===== src/rtl/sync_mode_pkg.sv =====
package sync_mode_pkg;
  typedef enum logic [1:0] {
    ModeNormal  = 2'd0,
    ModeHold    = 2'd1,
    ModeFree    = 2'd2,
    ModeCorrect = 2'd3
  } modeT;

  // control -> datapath
  typedef struct packed {
    logic loadRef;
  } ctrlStrobeT;

  // datapath -> control
  typedef struct packed {
    logic failActive;
    logic failReq;
    logic refDiffers;
  } refStatusT;
endpackage


===== src/rtl/sync_ref_path.sv =====
module sync_ref_path #(
  parameter int NumRefs = 2,
  localparam int SelW = (NumRefs > 1) ? $clog2(NumRefs) : 1
) (
  input  logic                          clk,
  input  logic                          rstN,
  input  logic [SelW-1:0]               refSel,
  input  logic [NumRefs-1:0]            refFail,
  input  sync_mode_pkg::ctrlStrobeT     strobe,
  output logic [SelW-1:0]               activeRef,
  output sync_mode_pkg::refStatusT      status
);
  logic [NumRefs-1:0] hitActive, hitReq;

  always_ff @(posedge clk) begin
    if (!rstN)              activeRef <= '0;
    else if (strobe.loadRef) activeRef <= refSel;
  end

  for (genvar i = 0; i < NumRefs; i++) begin : gLookup
    assign hitActive[i] = refFail[i] && (activeRef == SelW'(i));
    assign hitReq[i]    = refFail[i] && (refSel == SelW'(i));
  end

  always_comb begin
    status.failActive = |hitActive;
    status.failReq    = |hitReq;
    status.refDiffers = (refSel != activeRef);
  end
endmodule


===== src/rtl/sync_mode_fsm.sv =====
module sync_mode_fsm (
  input  logic                      clk,
  input  logic                      rstN,
  input  logic [1:0]                modeSel,
  input  logic                      holdRecSel,
  input  logic                      measDone,
  input  sync_mode_pkg::refStatusT  status,
  output logic [1:0]                mode,
  output logic                      holdover,
  output logic                      measEn,
  output sync_mode_pkg::ctrlStrobeT strobe
);
  import sync_mode_pkg::*;

  modeT state, nxt;

  always_comb begin
    nxt = state;
    if (modeSel[1]) begin
      nxt = ModeFree;
    end else if (modeSel[0]) begin
      nxt = ModeHold;
    end else begin
      unique case (state)
        ModeNormal: begin
          if (status.failActive)      nxt = ModeHold;
          else if (status.refDiffers) nxt = ModeCorrect;
        end
        ModeCorrect: begin
          if (status.failActive) nxt = ModeHold;
          else if (measDone)     nxt = ModeNormal;
        end
        default: begin
          if (status.failReq)  nxt = ModeHold;
          else if (holdRecSel) nxt = ModeCorrect;
          else                 nxt = ModeNormal;
        end
      endcase
    end
  end

  // outside locked operation the tracked reference follows the request;
  // while locked it moves only on the way into correction
  always_comb begin
    strobe.loadRef = ((state == ModeHold) || (state == ModeFree)) ||
                     ((state == ModeNormal) && (nxt == ModeCorrect));
  end

  always_ff @(posedge clk) begin
    if (!rstN) begin
      state    <= ModeFree;
      holdover <= 1'b0;
      measEn   <= 1'b0;
    end else begin
      state    <= nxt;
      holdover <= (nxt == ModeHold);
      measEn   <= (nxt == ModeCorrect);
    end
  end

  assign mode = state;
endmodule


===== src/rtl/sync_mode_ctrl.sv =====
module sync_mode_ctrl #(
  parameter int NumRefs = 2,
  localparam int SelW = (NumRefs > 1) ? $clog2(NumRefs) : 1
) (
  input  logic               clk,
  input  logic               rstN,
  input  logic [1:0]         modeSel,
  input  logic [SelW-1:0]    refSel,
  input  logic               holdRecSel,
  input  logic [NumRefs-1:0] refFail,
  input  logic               measDone,
  output logic [1:0]         mode,
  output logic               holdover,
  output logic               measEn,
  output logic [SelW-1:0]    activeRef
);
  sync_mode_pkg::ctrlStrobeT strobe;
  sync_mode_pkg::refStatusT  status;

  sync_mode_fsm uFsm (
    .clk(clk), .rstN(rstN), .modeSel(modeSel), .holdRecSel(holdRecSel),
    .measDone(measDone), .status(status), .mode(mode),
    .holdover(holdover), .measEn(measEn), .strobe(strobe)
  );

  sync_ref_path #(.NumRefs(NumRefs)) uPath (
    .clk(clk), .rstN(rstN), .refSel(refSel), .refFail(refFail),
    .strobe(strobe), .activeRef(activeRef), .status(status)
  );
endmodule


===== config.mk =====
export PLATFORM = sky130hd
export DESIGN_NAME = sync_mode_ctrl
export DESIGN_NICKNAME = d
export VERILOG_FILES = /design/src/rtl/sync_mode_pkg.sv /design/src/rtl/sync_ref_path.sv /design/src/rtl/sync_mode_fsm.sv /design/src/rtl/sync_mode_ctrl.sv
export SDC_FILE = /design/constraint.sdc
export NUM_CORES = 1
export LEC_CHECK = 0
export ABC_AREA = 1
export BUFFER_PORTS_ARGS = -buffer_cell sky130_fd_sc_hd__buf_2
export CORE_AREA = 2 2 39 41
export CTS_BUF_LIST = sky130_fd_sc_hd__clkbuf_8 sky130_fd_sc_hd__clkbuf_16
export DETAILED_ROUTE_END_ITERATION = 8
export DIE_AREA = 0 0 41 43
export SLEW_MARGIN = 20
export SYNTH_ARGS = -nofsm -noshare
export SYNTH_HDL_FRONTEND = slang
export SYNTH_SLANG_ARGS = --single-unit
export TNS_END_PERCENT = 30

===== constraint.sdc =====
create_clock -name clk -period 1.6 [get_ports clk]
set_clock_uncertainty 0.1 [all_clocks]
set_input_delay 0.24 -clock clk [delete_from_list [all_inputs] [get_ports clk]]
set_output_delay 0.24 -clock clk [all_outputs]
set_load 0.1 [all_outputs]

==> flow_summary.yaml, run 1 <==
synthesis:
  synth_area_um2: 332
  syn_nets: 65
  yosysSeqAreaShare_pct: 30.2
  syn_inst: 54
  synth_cell_type_count: 12
  ys_seq_elements: 5
  avgSynthCellArea_um2: 6.14
  yosys_warnings: 0
routing:
  drt-initial-drc-count: 4
  drc: 0
  vias_per_cell: 4.21
  avgRoutedWirePerCell_um: 8.17
  num_vias: 366
  wl_um: 711
  drtPass1Iterations: 3
  drtAntennaViolNets: 0
cells_and_area:
  num_antenna_cells: 0
  final_nets: 83
  fin_area_um2: 493
  drive_above_1_share_pct: 42.3
  fillers: 162
  area_growth_pct: 48.7
  final_cell_count_no_fill: 87
hold_path:
  min_from: "rstN"
  hold_depth: 2
  min_to: "uFsm.mode[1]"
  min_path_type: "in -> reg"
worst_setup_path:
  r2r_start: "uFsm.mode[1]"
  cp-end-kind: "flop"
  rr_worst_depth: 10
  ff2ff_setup_slack_ps: 120
  critPathKind: "reg -> reg"
  required_ps: 1610
  r2r_end: "uPath.activeRef"
  startpoint_type: "flop"
  worst-path-max-fanout: 4
  worst_ep_arrival_time_ps: 1500
global_routing:
  grt_util_all_layers_pct: 9.94
  first_global_vias: 328
  grt_pass1_wl_um: 1180
  grt_start_max_net_pins: 5
  antenna_found_initial: 0
  grt_overflow_total: 0
power_and_ir_drop:
  powerDensity_nw_per_um2: 1060
  switching_share_pct: 34.8
  p_int_mw: 0.340
  power_frac_seq_pct: 26.8
  p_comb_share_pct: 29.6
  leakagePower_nw: 0.268
  p_total_mw: 0.522
  irDropWorstVdd_v: 0.000627
  p_sw_mw: 0.182
  p_clk_share_pct: 43.6
die:
  die_w_um: 41
  row_count: 14
  core_area_um2: 1380
  start_util_pct: 24.0
  dieArea_um2: 1760
  boundaryPins: 14
  die_h_um: 43
sta:
  fin_crit_sh_pct: 92.7
  timing.fmax_mhz: 674
  fin_crit_ps: 1480
  hold_viol: 0
  rsz0062_at_grt: "no"
  slew_violations: 0
  worst_slack_ps: 117
  slew_headroom_pct: 67.7
  setup_viol: 0
  worstMarginPinSlew_ps: 488
clock_network:
  hold_buffers: 0
  postCtsResizedCells: 0
  clock_path_buffers: 2
  postCtsSetupBuffers: 0
  cts_tree: "built"
  clk_latency_ps: 220
  h-tree-depth: 1
  clkTransAtPathRegs_ps: 40
  numCtsBuffers: 3
  clock_sinks: 5
  clock-root-buffer: "clkbuf_8"
placed_design:
  placed_area_um2: 448
  dp_hpwl_um: 589
  pre_cts_slack_ps: 91.3
  dp_cells: 83
  io_buffers: 13
  gp_congestion: 0.702
outcome:
  status: "finished, final reports clean"
run:
  drv_cap: 0
[cell type report]
cell class | instances | area [um^2] | share of cell area [%]
tap | 16 | 20.0 | 4.06
sequential | 5 | 109 | 22.1
clock buffer | 3 | 41.3 | 8.38
multi-input combinational | 39 | 211 | 42.9
inverter | 10 | 42.5 | 8.63
clock inverter | 1 | 3.75 | 0.761
timing repair buffer | 13 | 65.1 | 13.2
[state kept, by name (all words and copies together) (netlist names)]
name             flops
uPath.activeRef      1
uFsm.mode            2
uFsm.measEn          1
uFsm.holdover        1
[power groups by stage]
stage / logic (mW) / clock network (mW) / registers, mW
2_1_floorplan: 0.0673 / 0 / 0.198
3_3_place_gp: 0.153 / 0 / 0.142
3_5_place_dp: 0.155 / 0 / 0.142
4_1_cts: 0.155 / 0.234 / 0.140
5_1_grt: 0.167 / 0.237 / 0.141
6_report: 0.155 / 0.228 / 0.140
[logic make-up (layout without fill, tap and decap cells)]
logic type | after synthesis | in the layout | share of synthesized area [%]
simple gates | 35 | 35 | 47.9
buf+inv | 10 | 27 | 11.3
flops | 5 | 5 | 30.2
fa+ha+maj | 2 | 2 | 7.55
compound gates | 2 | 2 | 3.02
[cells in the mapped netlist]
library cell / number / area share (%)
nand4_1: 1 / 1.9
ha_1: 2 / 7.5
nand2_1: 18 / 20
nand4_2: 1 / 3.8
a21oi_1: 2 / 3.0
dfxtp_1: 5 / 30
inv_2: 2 / 2.3
nor2_1: 5 / 5.7
nand3_1: 6 / 9.1
inv_1: 8 / 9.1
nand2_2: 3 / 5.7
nor3_1: 1 / 1.5
[routing by layer]
layer  GRT usage (%)  vias up  wire length [um]
met1            11.3      154               328
met3            1.57        2                39
met2            15.3       10               318
li1                -      200                 -
met4            8.00        0                24
met5               0        -                 0
[worst max path at each step]
stage / start / endpoint / cells past startpoint
after floorplan: uFsm.mode[1] / uPath.activeRef / 10
after global placement: uFsm.mode[0] / uPath.activeRef / 12
after detailed placement: uFsm.mode[0] / uPath.activeRef / 12
after CTS: uFsm.mode[0] / uPath.activeRef / 12
after global routing: uFsm.mode[1] / uPath.activeRef / 11
final: uFsm.mode[1] / uPath.activeRef / 10
[critical path: stages, from the launching register on]
cell	delay, ps
dfxtp_4	350
inv_4	40
ha_4	250
inv_4	70
nand3_2	50
nor2_1	100
nand2_1	70
nand2_2	70
nand4_2	80
a21oi_1	150
nor2_1	50
[stage by stage]
stage	TNS, ps	hold WS [ps]	utilization (%)
finish	0	158	35.6
global route	0	164	35.6
global placement	0	393	32.4
CTS	0	161	35.6
detailed placement	0	389	32.4
floorplan	-36.6	245	-
[cell usage in the layout, fill, tap and decap left out, types with 2 or more instances in the layout]
cell type / count
dfxtp_1: 2
clkbuf_8: 3
inv_2: 3
inv_1: 6
dfxtp_4: 2
nor2_1: 5
nand3_1: 5
nand2_2: 3
buf_2: 13
inv_4: 2
a21oi_1: 2
nand2_1: 18
(Power assumes the default switching activity.)
==> run 2: changes to the inputs <==
--- a/config.mk
+++ b/config.mk
@@ -11,6 +11,8 @@
 export CTS_BUF_LIST = sky130_fd_sc_hd__clkbuf_8 sky130_fd_sc_hd__clkbuf_16
 export DETAILED_ROUTE_END_ITERATION = 8
 export DIE_AREA = 0 0 41 43
+export GPL_TIMING_DRIVEN = 1
+export RECOVER_POWER = 100
 export SLEW_MARGIN = 20
 export SYNTH_ARGS = -nofsm -noshare
 export SYNTH_HDL_FRONTEND = slang
==> run 2 against run 1 <==
Compared with the run above:
- utilization is 0.18 points lower
- clock power hardly changed
- global-route usage stayed put
- combinational power hardly changed
- worst setup slack worse by 14 ps
- via count is 0.82% lower
- largest power group unchanged
==> flow_summary.yaml, run 2 (synthesis gave the netlist of run 1 again) <==
clock_network:
  clock_sinks: 5
  clk_latency_ps: 220
  clock_path_buffers: 2
  postCtsResizedCells: 0
  postCtsSetupBuffers: 0
  clkTransAtPathRegs_ps: 40
  h-tree-depth: 1
  numCtsBuffers: 3
  hold_buffers: 0
  cts_tree: "built"
  clock-root-buffer: "clkbuf_8"
sta:
  slew_headroom_pct: 63.9
  rsz0062_at_grt: "no"
  fin_crit_ps: 1500
  fin_crit_sh_pct: 93.6
  fin_setup_tns_ps: 0
  worst_slack_ps: 103
  worstMarginPinSlew_ps: 543
  slew_violations: 0
  setup_viol: 0
  hold_viol: 0
  timing.fmax_mhz: 668
die:
  boundaryPins: 14
  die_w_um: 41
  row_count: 14
  die_h_um: 43
  start_util_pct: 24.0
  dieArea_um2: 1760
  core_area_um2: 1380
global_routing:
  grt_pass1_wl_um: 1180
  grt_util_all_layers_pct: 9.94
  grt_start_max_net_pins: 5
  antenna_found_initial: 0
  grt_overflow_total: 0
  first_global_vias: 328
placed_design:
  pre_cts_slack_ps: 91.3
  placed_area_um2: 448
  dp_hpwl_um: 589
  gp_congestion: 0.702
  dp_cells: 83
  io_buffers: 13
routing:
  wl_um: 711
  avgRoutedWirePerCell_um: 8.17
  drtAntennaViolNets: 0
  drtPass1Iterations: 3
  drc: 0
  vias_per_cell: 4.17
  drt-initial-drc-count: 4
  num_vias: 363
worst_setup_path:
  r2r_start: "uFsm.mode[1]"
  worstSetupStartpoint: "uFsm.mode[1]"
  worst_ep_arrival_time_ps: 1510
  startpoint_type: "flop"
  worst-path-max-fanout: 4
  ff2ff_setup_slack_ps: 100
  cp-end-kind: "flop"
  critPathKind: "reg -> reg"
  required_ps: 1610
cells_and_area:
  fin_area_um2: 490
  final_cell_count_no_fill: 87
  final_common_cell: "nand2_1"
  final_core_util_pct: 35.4
  fillers: 163
  area_growth_pct: 47.9
  multi_input_area_um2: 209
  num_antenna_cells: 0
  final_nets: 83
  largest_register_ffs: 2
  register_area_um2: 109
  final_cell_mix: "nand2_1 (19), buf_2 (8), inv_1 (6)"
  drive_above_1_share_pct: 40.8
power_and_ir_drop:
  p_sw_mw: 0.181
  switching_share_pct: 34.8
  powerDensity_nw_per_um2: 1060
  p_comb_share_pct: 29.4
  p_int_mw: 0.340
  p_clk_share_pct: 43.7
  irDropWorstVdd_v: 0.000626
  leakagePower_nw: 0.267
  power_frac_seq_pct: 26.9
hold_path:
  min_path_type: "in -> reg"
  min_from: "rstN"
outcome:
  status: "finished, final reports clean"
run:
  drv_cap: 0
run 2: cell count changes in the layout (fill, tap and decap cells not counted), sizes merged:
cell    change
clkbuf      +5
buf         -5
run 2: per-layer routing:
layer  track usage (%)  part of all wire, %
met1              11.3                   46
met2              15.3                   45
met3              1.57                  5.5
met5                 0                    0
met4              8.00                  3.4
run 2: per-stage QoR:
step,total power [mW],hold WS (ps)
2_1_floorplan,0.265,245
3_3_place_gp,0.295,393
3_5_place_dp,0.297,389
4_1_cts,0.529,161
5_1_grt,0.545,164
6_report,0.521,158
run 2: final cells by class:
cell class	instances	area share, %
Tap cell	16	4.08
Clock inverter	1	0.765
Inverter	10	8.67
Clock buffer	3	8.42
Timing Repair Buffer	13	13.3
Sequential cell	5	22.2
Multi-Input combinational cell	39	42.6
run 2: final timing paths:
check,end,cells after the start
setup / recovery,uPath.activeRef,10
hold / removal,uFsm.mode[1],2
setup reg to reg,uPath.activeRef,10
hold reg to reg,uPath.activeRef,4
run 2: worst max-delay path, stage by stage, from the launching register on:
cell and delay (ps):
dfxtp_4 360, inv_4 40, ha_4 250, inv_4 70, nand3_2 50, nor2_1 100
nand2_1 60, nand2_1 90, nand4_2 90, a21oi_1 150, nor2_1 50
run 2: power by group through the flow:
stage | sequential, mW | clock, mW | combinational (mW)
floorplan | 0.198 | 0 | 0.0673
finish | 0.140 | 0.228 | 0.153
global placement | 0.142 | 0 | 0.153
CTS | 0.140 | 0.234 | 0.155
global route | 0.142 | 0.237 | 0.166
detailed placement | 0.142 | 0 | 0.155
